==> src/rtl/pld_mc_pkg.sv <==
package pld_mc_pkg;
  localparam int unsigned NUM_PT = 5;

  typedef enum logic [1:0] {
    RT_OFF = 2'b00,
    RT_OR  = 2'b01,
    RT_XOR = 2'b10,
    RT_CE  = 2'b11
  } pt_route_e;

  typedef enum logic [1:0] {
    XS_ZERO = 2'b00,
    XS_ONE  = 2'b01,
    XS_TERM = 2'b10,
    XS_REG  = 2'b11
  } xor_src_e;
endpackage

==> src/rtl/pld_mc_cfg_reg.sv <==
module pld_mc_cfg_reg #(
  parameter int unsigned W = 8
) (
  input  logic         clk_i,
  input  logic         rst_ni,
  input  logic         load_i,
  input  logic [W-1:0] d_i,
  output logic [W-1:0] q_o
);
  always_ff @(posedge clk_i or negedge rst_ni) begin
    if (!rst_ni)     q_o <= '0;
    else if (load_i) q_o <= d_i;
  end

  a_r10_cfg_hold: assert property (@(posedge clk_i) disable iff (!rst_ni)
    !load_i |=> $stable(q_o));
endmodule

==> src/rtl/pld_mc_pterm.sv <==
module pld_mc_pterm #(
  parameter int unsigned N_IN = 12
) (
  input  logic [N_IN-1:0]   in_i,
  input  logic [2*N_IN-1:0] mask_i,
  output logic              pt_o
);
  logic [N_IN-1:0] pos_ok, neg_ok;

  // an unmasked literal is don't-care; empty term is 1
  always_comb begin
    for (int j = 0; j < int'(N_IN); j++) begin
      pos_ok[j] = ~mask_i[j] | in_i[j];
      neg_ok[j] = ~mask_i[N_IN+j] | ~in_i[j];
    end
  end

  assign pt_o = (&pos_ok) & (&neg_ok);
endmodule

==> src/rtl/pld_mc_steer.sv <==
module pld_mc_steer
  import pld_mc_pkg::*;
(
  input  logic [NUM_PT-1:0]   pt_i,
  input  logic [2*NUM_PT-1:0] route_i,
  input  logic                casc_en_i,
  input  logic                cascade_i,
  input  logic [1:0]          xor_src_i,
  input  logic                q_i,
  input  logic [2:0]          fb_sel_i,
  output logic                sum_o,
  output logic                d_o,
  output logic                ce_o,
  output logic                foldback_o
);
  logic [NUM_PT-1:0] to_or, to_xor, to_ce, ce_used;
  logic              aux_x, xor_b;

  for (genvar t = 0; t < NUM_PT; t++) begin : g_route
    assign to_or[t]   = (route_i[2*t +: 2] == RT_OR)  & pt_i[t];
    assign to_xor[t]  = (route_i[2*t +: 2] == RT_XOR) & pt_i[t];
    assign ce_used[t] = (route_i[2*t +: 2] == RT_CE);
    assign to_ce[t]   = ce_used[t] & pt_i[t];
  end

  assign sum_o = (|to_or) | (casc_en_i & cascade_i);
  assign aux_x = |to_xor;
  assign ce_o  = (|ce_used) ? (|to_ce) : 1'b1;

  always_comb begin
    unique case (xor_src_e'(xor_src_i))
      XS_ZERO: xor_b = 1'b0;
      XS_ONE:  xor_b = 1'b1;
      XS_TERM: xor_b = aux_x;
      default: xor_b = q_i;
    endcase
  end

  assign d_o = sum_o ^ xor_b;

  always_comb begin
    foldback_o = 1'b1;
    for (int t = 0; t < int'(NUM_PT); t++)
      if (fb_sel_i == 3'(t)) foldback_o = ~pt_i[t];
  end

  // R4 / R5 combinational checks
  always_comb begin
    if (casc_en_i && cascade_i) a_r4_casc_forces: assert (sum_o);
    if (xor_src_e'(xor_src_i) == XS_ZERO) a_r5_zero_passes: assert (d_o == sum_o);
  end
endmodule

==> src/rtl/pld_macrocell.sv <==
module pld_macrocell
  import pld_mc_pkg::*;
#(
  parameter int unsigned N_SW = 8,
  parameter int unsigned N_FB = 4,
  localparam int unsigned N_IN   = N_SW + N_FB,
  localparam int unsigned MASK_W = 2 * N_IN,
  localparam int unsigned BASE   = NUM_PT * MASK_W,
  localparam int unsigned CFG_W  = BASE + 17
) (
  input  logic             clk_i,
  input  logic             rst_ni,
  input  logic             cfg_load_i,
  input  logic [CFG_W-1:0] cfg_i,
  input  logic [N_SW-1:0]  sw_i,
  input  logic [N_FB-1:0]  fb_bus_i,
  input  logic             cascade_i,
  output logic             pin_o,
  output logic             cascade_o,
  output logic             foldback_o
);
  localparam int unsigned OFS_ROUTE = BASE;
  localparam int unsigned OFS_XSRC  = BASE + 2 * NUM_PT;
  localparam int unsigned OFS_FBSEL = OFS_XSRC + 2;
  localparam int unsigned OFS_REGEN = OFS_FBSEL + 3;
  localparam int unsigned OFS_CASC  = OFS_REGEN + 1;

  logic [CFG_W-1:0]  cfg_q;
  logic [N_IN-1:0]   in_vec;
  logic [NUM_PT-1:0] pt;
  logic              sum, d, ce, q;

  pld_mc_cfg_reg #(.W(CFG_W)) u_cfg (
    .clk_i  (clk_i),
    .rst_ni (rst_ni),
    .load_i (cfg_load_i),
    .d_i    (cfg_i),
    .q_o    (cfg_q)
  );

  assign in_vec = {fb_bus_i, sw_i};

  for (genvar t = 0; t < NUM_PT; t++) begin : g_pt
    pld_mc_pterm #(.N_IN(N_IN)) u_pt (
      .in_i   (in_vec),
      .mask_i (cfg_q[t*MASK_W +: MASK_W]),
      .pt_o   (pt[t])
    );
  end

  pld_mc_steer u_steer (
    .pt_i       (pt),
    .route_i    (cfg_q[OFS_ROUTE +: 2*NUM_PT]),
    .casc_en_i  (cfg_q[OFS_CASC]),
    .cascade_i  (cascade_i),
    .xor_src_i  (cfg_q[OFS_XSRC +: 2]),
    .q_i        (q),
    .fb_sel_i   (cfg_q[OFS_FBSEL +: 3]),
    .sum_o      (sum),
    .d_o        (d),
    .ce_o       (ce),
    .foldback_o (foldback_o)
  );

  always_ff @(posedge clk_i or negedge rst_ni) begin
    if (!rst_ni)  q <= 1'b0;
    else if (ce)  q <= d;
  end

  assign pin_o     = cfg_q[OFS_REGEN] ? q : d;
  assign cascade_o = sum;

  a_r6_capture: assert property (@(posedge clk_i) disable iff (!rst_ni)
    ce |=> (q == $past(d)));
  a_r7_hold: assert property (@(posedge clk_i) disable iff (!rst_ni)
    !ce |=> $stable(q));
  a_r8_toggle: assert property (@(posedge clk_i) disable iff (!rst_ni)
    (xor_src_e'(cfg_q[OFS_XSRC +: 2]) == XS_REG && ce && sum) |=> (q != $past(q)));
  a_r4_casc_out: assert property (@(posedge clk_i) disable iff (!rst_ni)
    (cfg_q[OFS_CASC] && cascade_i) |-> cascade_o);
endmodule

==> config.mk <==
export PLATFORM = sky130hd
export DESIGN_NAME = pld_macrocell
export DESIGN_NICKNAME = d
export VERILOG_FILES = /design/src/rtl/pld_mc_pkg.sv /design/src/rtl/pld_mc_cfg_reg.sv /design/src/rtl/pld_mc_pterm.sv /design/src/rtl/pld_mc_steer.sv /design/src/rtl/pld_macrocell.sv
export SDC_FILE = /design/constraint.sdc
export NUM_CORES = 1
export LEC_CHECK = 0
export ABC_AREA = 1
export BUFFER_PORTS_ARGS = -buffer_cell sky130_fd_sc_hd__buf_2
export CAP_MARGIN = 20
export CORE_UTILIZATION = 35
export CTS_CLUSTER_DIAMETER = 200
export DETAILED_ROUTE_END_ITERATION = 10
export GPL_ROUTABILITY_DRIVEN = 0
export GPL_TIMING_DRIVEN = 0
export HOLD_SLACK_MARGIN = 0.1
export PLACE_DENSITY = 0.6
export SYNTH_ARGS = -nofsm -noshare
export SYNTH_HDL_FRONTEND = slang
export SYNTH_SLANG_ARGS = --single-unit
export TNS_END_PERCENT = 100
==> constraint.sdc <==
create_clock -name clk_i -period 1.9 [get_ports clk_i]
set_input_delay 0.19 -clock clk_i [delete_from_list [all_inputs] [get_ports clk_i]]
set_output_delay 0.19 -clock clk_i [all_outputs]
set_load 0.02 [all_outputs]
# == After elaboration in Yosys (flattened, before gate mapping) ==
# Index checks and enable logic that the tools add are counted.
# word_totals
reg_bits,138
wordCells,327
# classes
eq_ne,21
muxes,8
bitwise_logic,280
n_reduce_logical,16
# ops
op,count
NOT 1 bit,137
bitwise OR 1 bit,121
AND reduction 12 bit,10
== test 2 bit (second input constant),11
bitwise AND 1 bit,21
OR reduction 5 bit,4
== test 2 x 1 -> 1 bit (second input constant),6
two-way mux 1 bit,7
== test 3 x 2 -> 1 bit (second input constant),2
== test 3 x 1 -> 1 bit (second input constant),1
== test 3 bit (second input constant),1
logical NOT 3 bit,1
case mux 1 bit (3 select lines),1
logical NOT 2 bit,1
XOR 1 bit,1

# == Logic depth before layout (Yosys ltp) ==
# logic_depth
word_depth,10
depth_mapped,14
mapped_depth_nobuf,13

# == By module ==
# A second synthesis with hierarchy kept.
# hier_totals
cells_unflattened,925
hier_area_um2,6771.5
# by_module_without_submodules
mod,instances,cells_per_inst,area_per_inst_um2,seq_area_each_um2
pld_mc_cfg_reg,1,579,5308.8,3428.3
pld_mc_pterm,5,56,221.5,0.0
pld_mc_steer,1,57,300.3,0.0
pld_macrocell,1,9,55.1,25.0

# == Least setup slack after synthesis ==
# No wires, ideal clock.
# synth_path
path_kind,reg-to-output
startpoint,register u_cfg.q_o[109]
endpoint,output port pin_o
arrival_ns,1.342
t_required_ns,1.710
setup_slack_ns,0.368
stages_incl_launch_ff,13
path_cell_list,dfrtp_1 nand2_1 o21ai_0 nor2_2 nand2_2 nor2_4 nand3_2 nand3_2 nor2_2 inv_2 nand2_2 nand3_1 nand2_1
# synth_via
elab_chain_len,9
# synth_rtl
item,line_no,rtl
from (decl),pld_mc_cfg_reg.sv:8,output logic [W-1:0] q_o
from (signal assigned),pld_mc_cfg_reg.sv:12,else if (load_i) q_o <= d_i;
NOT 1 bit,pld_mc_pterm.sv:14,neg_ok[j] = ~mask_i[N_IN+j] | ~in_i[j];
bitwise OR 1 bit,pld_mc_pterm.sv:14,
AND reduction 12 bit,pld_mc_pterm.sv:18,assign pt_o = (&pos_ok) & (&neg_ok);
bitwise AND 1 bit,pld_mc_pterm.sv:18,
bitwise AND 1 bit,pld_mc_steer.sv:20,assign to_or[t] = (route_i[2*t +: 2] == RT_OR) & pt_i[t];
OR reduction 5 bit,pld_mc_steer.sv:26,assign sum_o = (|to_or) | (casc_en_i & cascade_i);
bitwise OR 1 bit,pld_mc_steer.sv:26,
named net cascade_o,pld_macrocell.sv:19,"output logic cascade_o,"
XOR 1 bit,pld_mc_steer.sv:39,assign d_o = sum_o ^ xor_b;
two-way mux 1 bit,pld_macrocell.sv:70,assign pin_o = cfg_q[OFS_REGEN] ? q : d;
to (decl),pld_macrocell.sv:18,"output logic pin_o,"
# The timed path passes the listed nets, and every way through them passes these cells.

# == Worst setup path in the final report ==
# layout_path
startpoint,register u_cfg.q_o[91]
endpoint,output port pin_o
# layout_via
elab_chain_len,9
# layout_rtl
item,line_no
NOT 1 bit *,pld_mc_pterm.sv:14
bitwise OR 1 bit *,pld_mc_pterm.sv:14
AND reduction 12 bit *,pld_mc_pterm.sv:18
bitwise AND 1 bit *,pld_mc_pterm.sv:18
bitwise AND 1 bit (on tied branches),"pld_mc_steer.sv:21, pld_mc_steer.sv:20"
OR reduction 5 bit (on tied branches),"pld_mc_steer.sv:27, pld_mc_steer.sv:26"
case mux 1 bit (3 select lines) or bitwise OR 1 bit (tied branches),"pld_mc_steer.sv:31, pld_mc_steer.sv:26"
XOR 1 bit *,pld_mc_steer.sv:39
two-way mux 1 bit *,pld_macrocell.sv:70
# Mark *: on every way between the ends. The rest lies on a longest branch, timed or not.

==> metrics.txt <==
Total Power=8.46 mW; CTS Buf Count=17; die width=137 um; worst r2r path cells=12; met2 routed wirelength=9730 um; worst slew pin tran=634 ps; Pint=approximately 6.3 mW; worst reg2reg setup slack=between 300 and 400 ps; Worst setup SP type=register; maximum clock insertion buffer count=2; CP max-delay cell=dfrtp_1; DRC=0; first-pass GRT wire length=between 30000 and 40000 um; # IOs=156; most common library cells after synthesis=nand2_1 (180), dfrtp_1 (138), mux2_2 (105); routed wl met3=approximately 1000 um; routed length per placed instance=about 18 um; Avg Inst Size Synth=between 10 and 15 um2; drt pass-1 iters=5; Synth Cell Area=0.00639 mm2; switching pwr=2.17 mW; ratio of cells with drive above 1 in the final layout=38.6%; via/cell ratio=4.74; final core utilization=53.9%; Worst-Skew Late Latency=430 ps; Worst Setup End Kind=primary output; Netlist cell types=29; Power Density=about 880 mW/mm2; Pins Over Slew Limit=0; CTS tree=done; crit-path max cell delay=370 ps; postcts setup bufs=0; die span in y=137 um; # clock sinks=between 100 and 150; critical path type=reg -> out; Layout fillers=1559; Worst EP required=1710 ps; top sig layer=met4; Post-Route Hold Slack=244 ps; vias in the first global route=5815; f_max=0.454 GHz; Pleak=4.56 nW; most common cell in the synthesized netlist=nand2_1; Critical Path Fanout Max=3; top_reg_cell synth=dfrtp_1; clk_skew=10.8 ps; failing checks=setup timing; RSZ-0062 raised after global routing=true; initial antenna violation count=0; critical path depth=13; # nets final=1099; syn nets=788; Peak VDD IR=0.644 mV; EDFF count, synth=0; Flop pwr share=40.1%; most area-hungry cell type in the Yosys netlist=dfrtp_1; Post-Place Cell Area=between 0.007 and 0.008 mm2; Initial Util=between 30% and 40%; Initial DRC Count=287; CP bufs+invs=2; area grow syn2layout=51.1%; worst min-delay path class=in -> async; Max-Cap Viols=0; Clk pwr share=between 40% and 50%; critical path's top delay family=simple AND/OR/NAND/NOR gates; HPWL after DPL=13900 um; status=complete, but fails checks; Final Hold Vio Count=0; CTS clk-pin slew, worst paths=60 ps; largest cells by area after synthesis=dfrtp_1 (54%), mux2_2 (19%), nand2_1 (11%); Multi-input gate area=0.00279 mm2; Final Critical Period=2200 ps; PnR worst setup slack=-304 ps; Total GRT Usage=between 20 and 25%; Clock H-tree levels=4; largest net degree at the start of global routing=97; CTS root buffer=clkbuf_16; register area share after synthesis=54.1%; ys async rst share=100%; WL final=20800 um; CORE AREA=0.0179 mm2; Final setup viols=3; Yosys warnings=0; ant diodes=0; flops & latches, synth=138; design area=slightly below 0.01 mm2; DR vias=5631; PortBufs=153; WL met1=approximately 9700 um; Gate power share=between 10% and 20%; FP Rows=49; Cells after Synth=635; Final period util=116%; global route overflow=0; FF+latch area=0.00345 mm2; CP Cell Sequence=nand2_1 -> nand2_1 -> nor2_2 -> nand2_2 -> nor2_4 -> nand4_1 -> nand3_2 -> nor2_4 -> inv_2 -> nand2_2 -> nand3_2 -> nand2_2 -> buf_6; CP dominant cell by count=nand2_2; Yosys top cell area share=54.1%; CP Data Arrival Time=between 2000 and 2500 ps; Slew HR=57.7%; die footprint=0.0188 mm2; post-route ant nets=0; Switching Fraction=25.7%
## cells by family (layout without fill, tap and decap cells)
kind of cell	Yosys count	count (layout)	synth area share [%]
buf+inv	67	390	4.17
mux	105	105	18.5
compound gates	55	55	4.53
flops	138	138	54.1
simple gates	270	270	18.7
## worst register-to-register path: cells and delay by family (launching register included)
family	cells	cell delay, ps
buf+inv	1	60
flops	1	370
simple gates	11	1010
## placed cells by master (no fill, tap or decap)
| master | Yosys | layout |
|---|---|---|
| nand2_1 | 180 | 171 |
| buf_2 | 9 | 158 |
| dlygate4sd3_1 | 0 | 138 |
| dfrtp_1 | 138 | 138 |
| mux2_2 | 105 | 105 |
| o21ai_0 | 45 | 43 |
| inv_1 | 34 | 34 |
| nor2_1 | 33 | 25 |
| nand2_2 | 8 | 17 |
| clkbuf_16 | 0 | 17 |
| nand3_2 | 9 | 15 |
| inv_2 | 13 | 13 |
| nand4_1 | 11 | 11 |
| nor2_2 | 7 | 10 |
| nor2_4 | 3 | 8 |
| clkbuf_1 | 8 | 8 |
| o21ai_1 | 6 | 7 |
| nand3_1 | 12 | 6 |
| bufinv_16 | 0 | 5 |
| buf_6 | 0 | 4 |
| and2_4 | 1 | 3 |
| clkinv_4 | 0 | 3 |
| inv_6 | 0 | 3 |
| buf_1 | 2 | 2 |
| buf_4 | 1 | 1 |
| nor3_4 | 0 | 1 |
| o21ai_2 | 0 | 1 |
| o211ai_1 | 1 | 1 |
| o21bai_4 | 0 | 1 |
| nor3_1 | 1 | 1 |
| nor4_1 | 1 | 1 |
| and3_4 | 0 | 1 |
| o221ai_1 | 1 | 1 |
| o22ai_1 | 1 | 1 |
| clkinvlp_4 | 0 | 1 |
| clkbuf_8 | 0 | 1 |
| clkinv_2 | 0 | 1 |
| buf_16 | 0 | 1 |
## flip-flops by register name, summed over array words and instances (netlist names)
| name | count |
|---|---|
| q | 1 |
| u_cfg.q_o | 137 |
## per-stage QoR
| stage | setup WS (ps) | TNS (ps) | instances |
|---|---|---|---|
| finish | -304 | -676 | 1187 |
| global route | -404 | -955 | 1187 |
| CTS | -326 | -737 | 1187 |
| detailed placement | -204 | -410 | 1018 |
| global placement | -1440 | -198030 | 1017 |
| floorplan | 368 | 0 | 635 |
## power groups by stage
stage	logic [mW]	registers [mW]	clock network [mW]
6_report	1.33	3.39	3.74
5_1_grt	1.46	3.42	3.87
4_1_cts	1.30	3.38	3.75
3_5_place_dp	1.05	3.44	0
3_3_place_gp	1.03	3.43	0
2_1_floorplan	0.616	3.39	0
## routing by layer
layer  track usage (%)  up-vias
met2              36.8      193
met4              7.94        0
met5                 0        -
li1                  -     2719
met3              5.04       31
met1              31.1     2688
## path summary, 6_finish.rpt
check / from / to
max in group asynchronous: rst_ni / u_cfg.q_o[51]
worst max-delay path: u_cfg.q_o[91] / pin_o
min in group clk_i: cascade_i / q
worst min-delay path: rst_ni / u_cfg.q_o[135]
worst min register to register: u_cfg.q_o[28] / u_cfg.q_o[28]
worst max register to register: u_cfg.q_o[91] / q
## area by class of cell
cell class	instances	area share, %
Inverter	47	1.83
Sequential cell	138	35.8
Tap cell	229	2.97
Clock buffer	18	4.55
Clock inverter	13	2.23
Timing Repair Buffer	292	22.8
Multi-Input combinational cell	430	28.9
Buffer	20	0.933
## timing repair
item | CTS | global route
endpoints found under the hold margin | 179 | 0
hold buffers | 138 | 0
pin swaps | 9 | 23
endpoints found under the setup margin | 3 | 3
resized for setup | 15 | 27
Power figures use the tool's default switching activity.
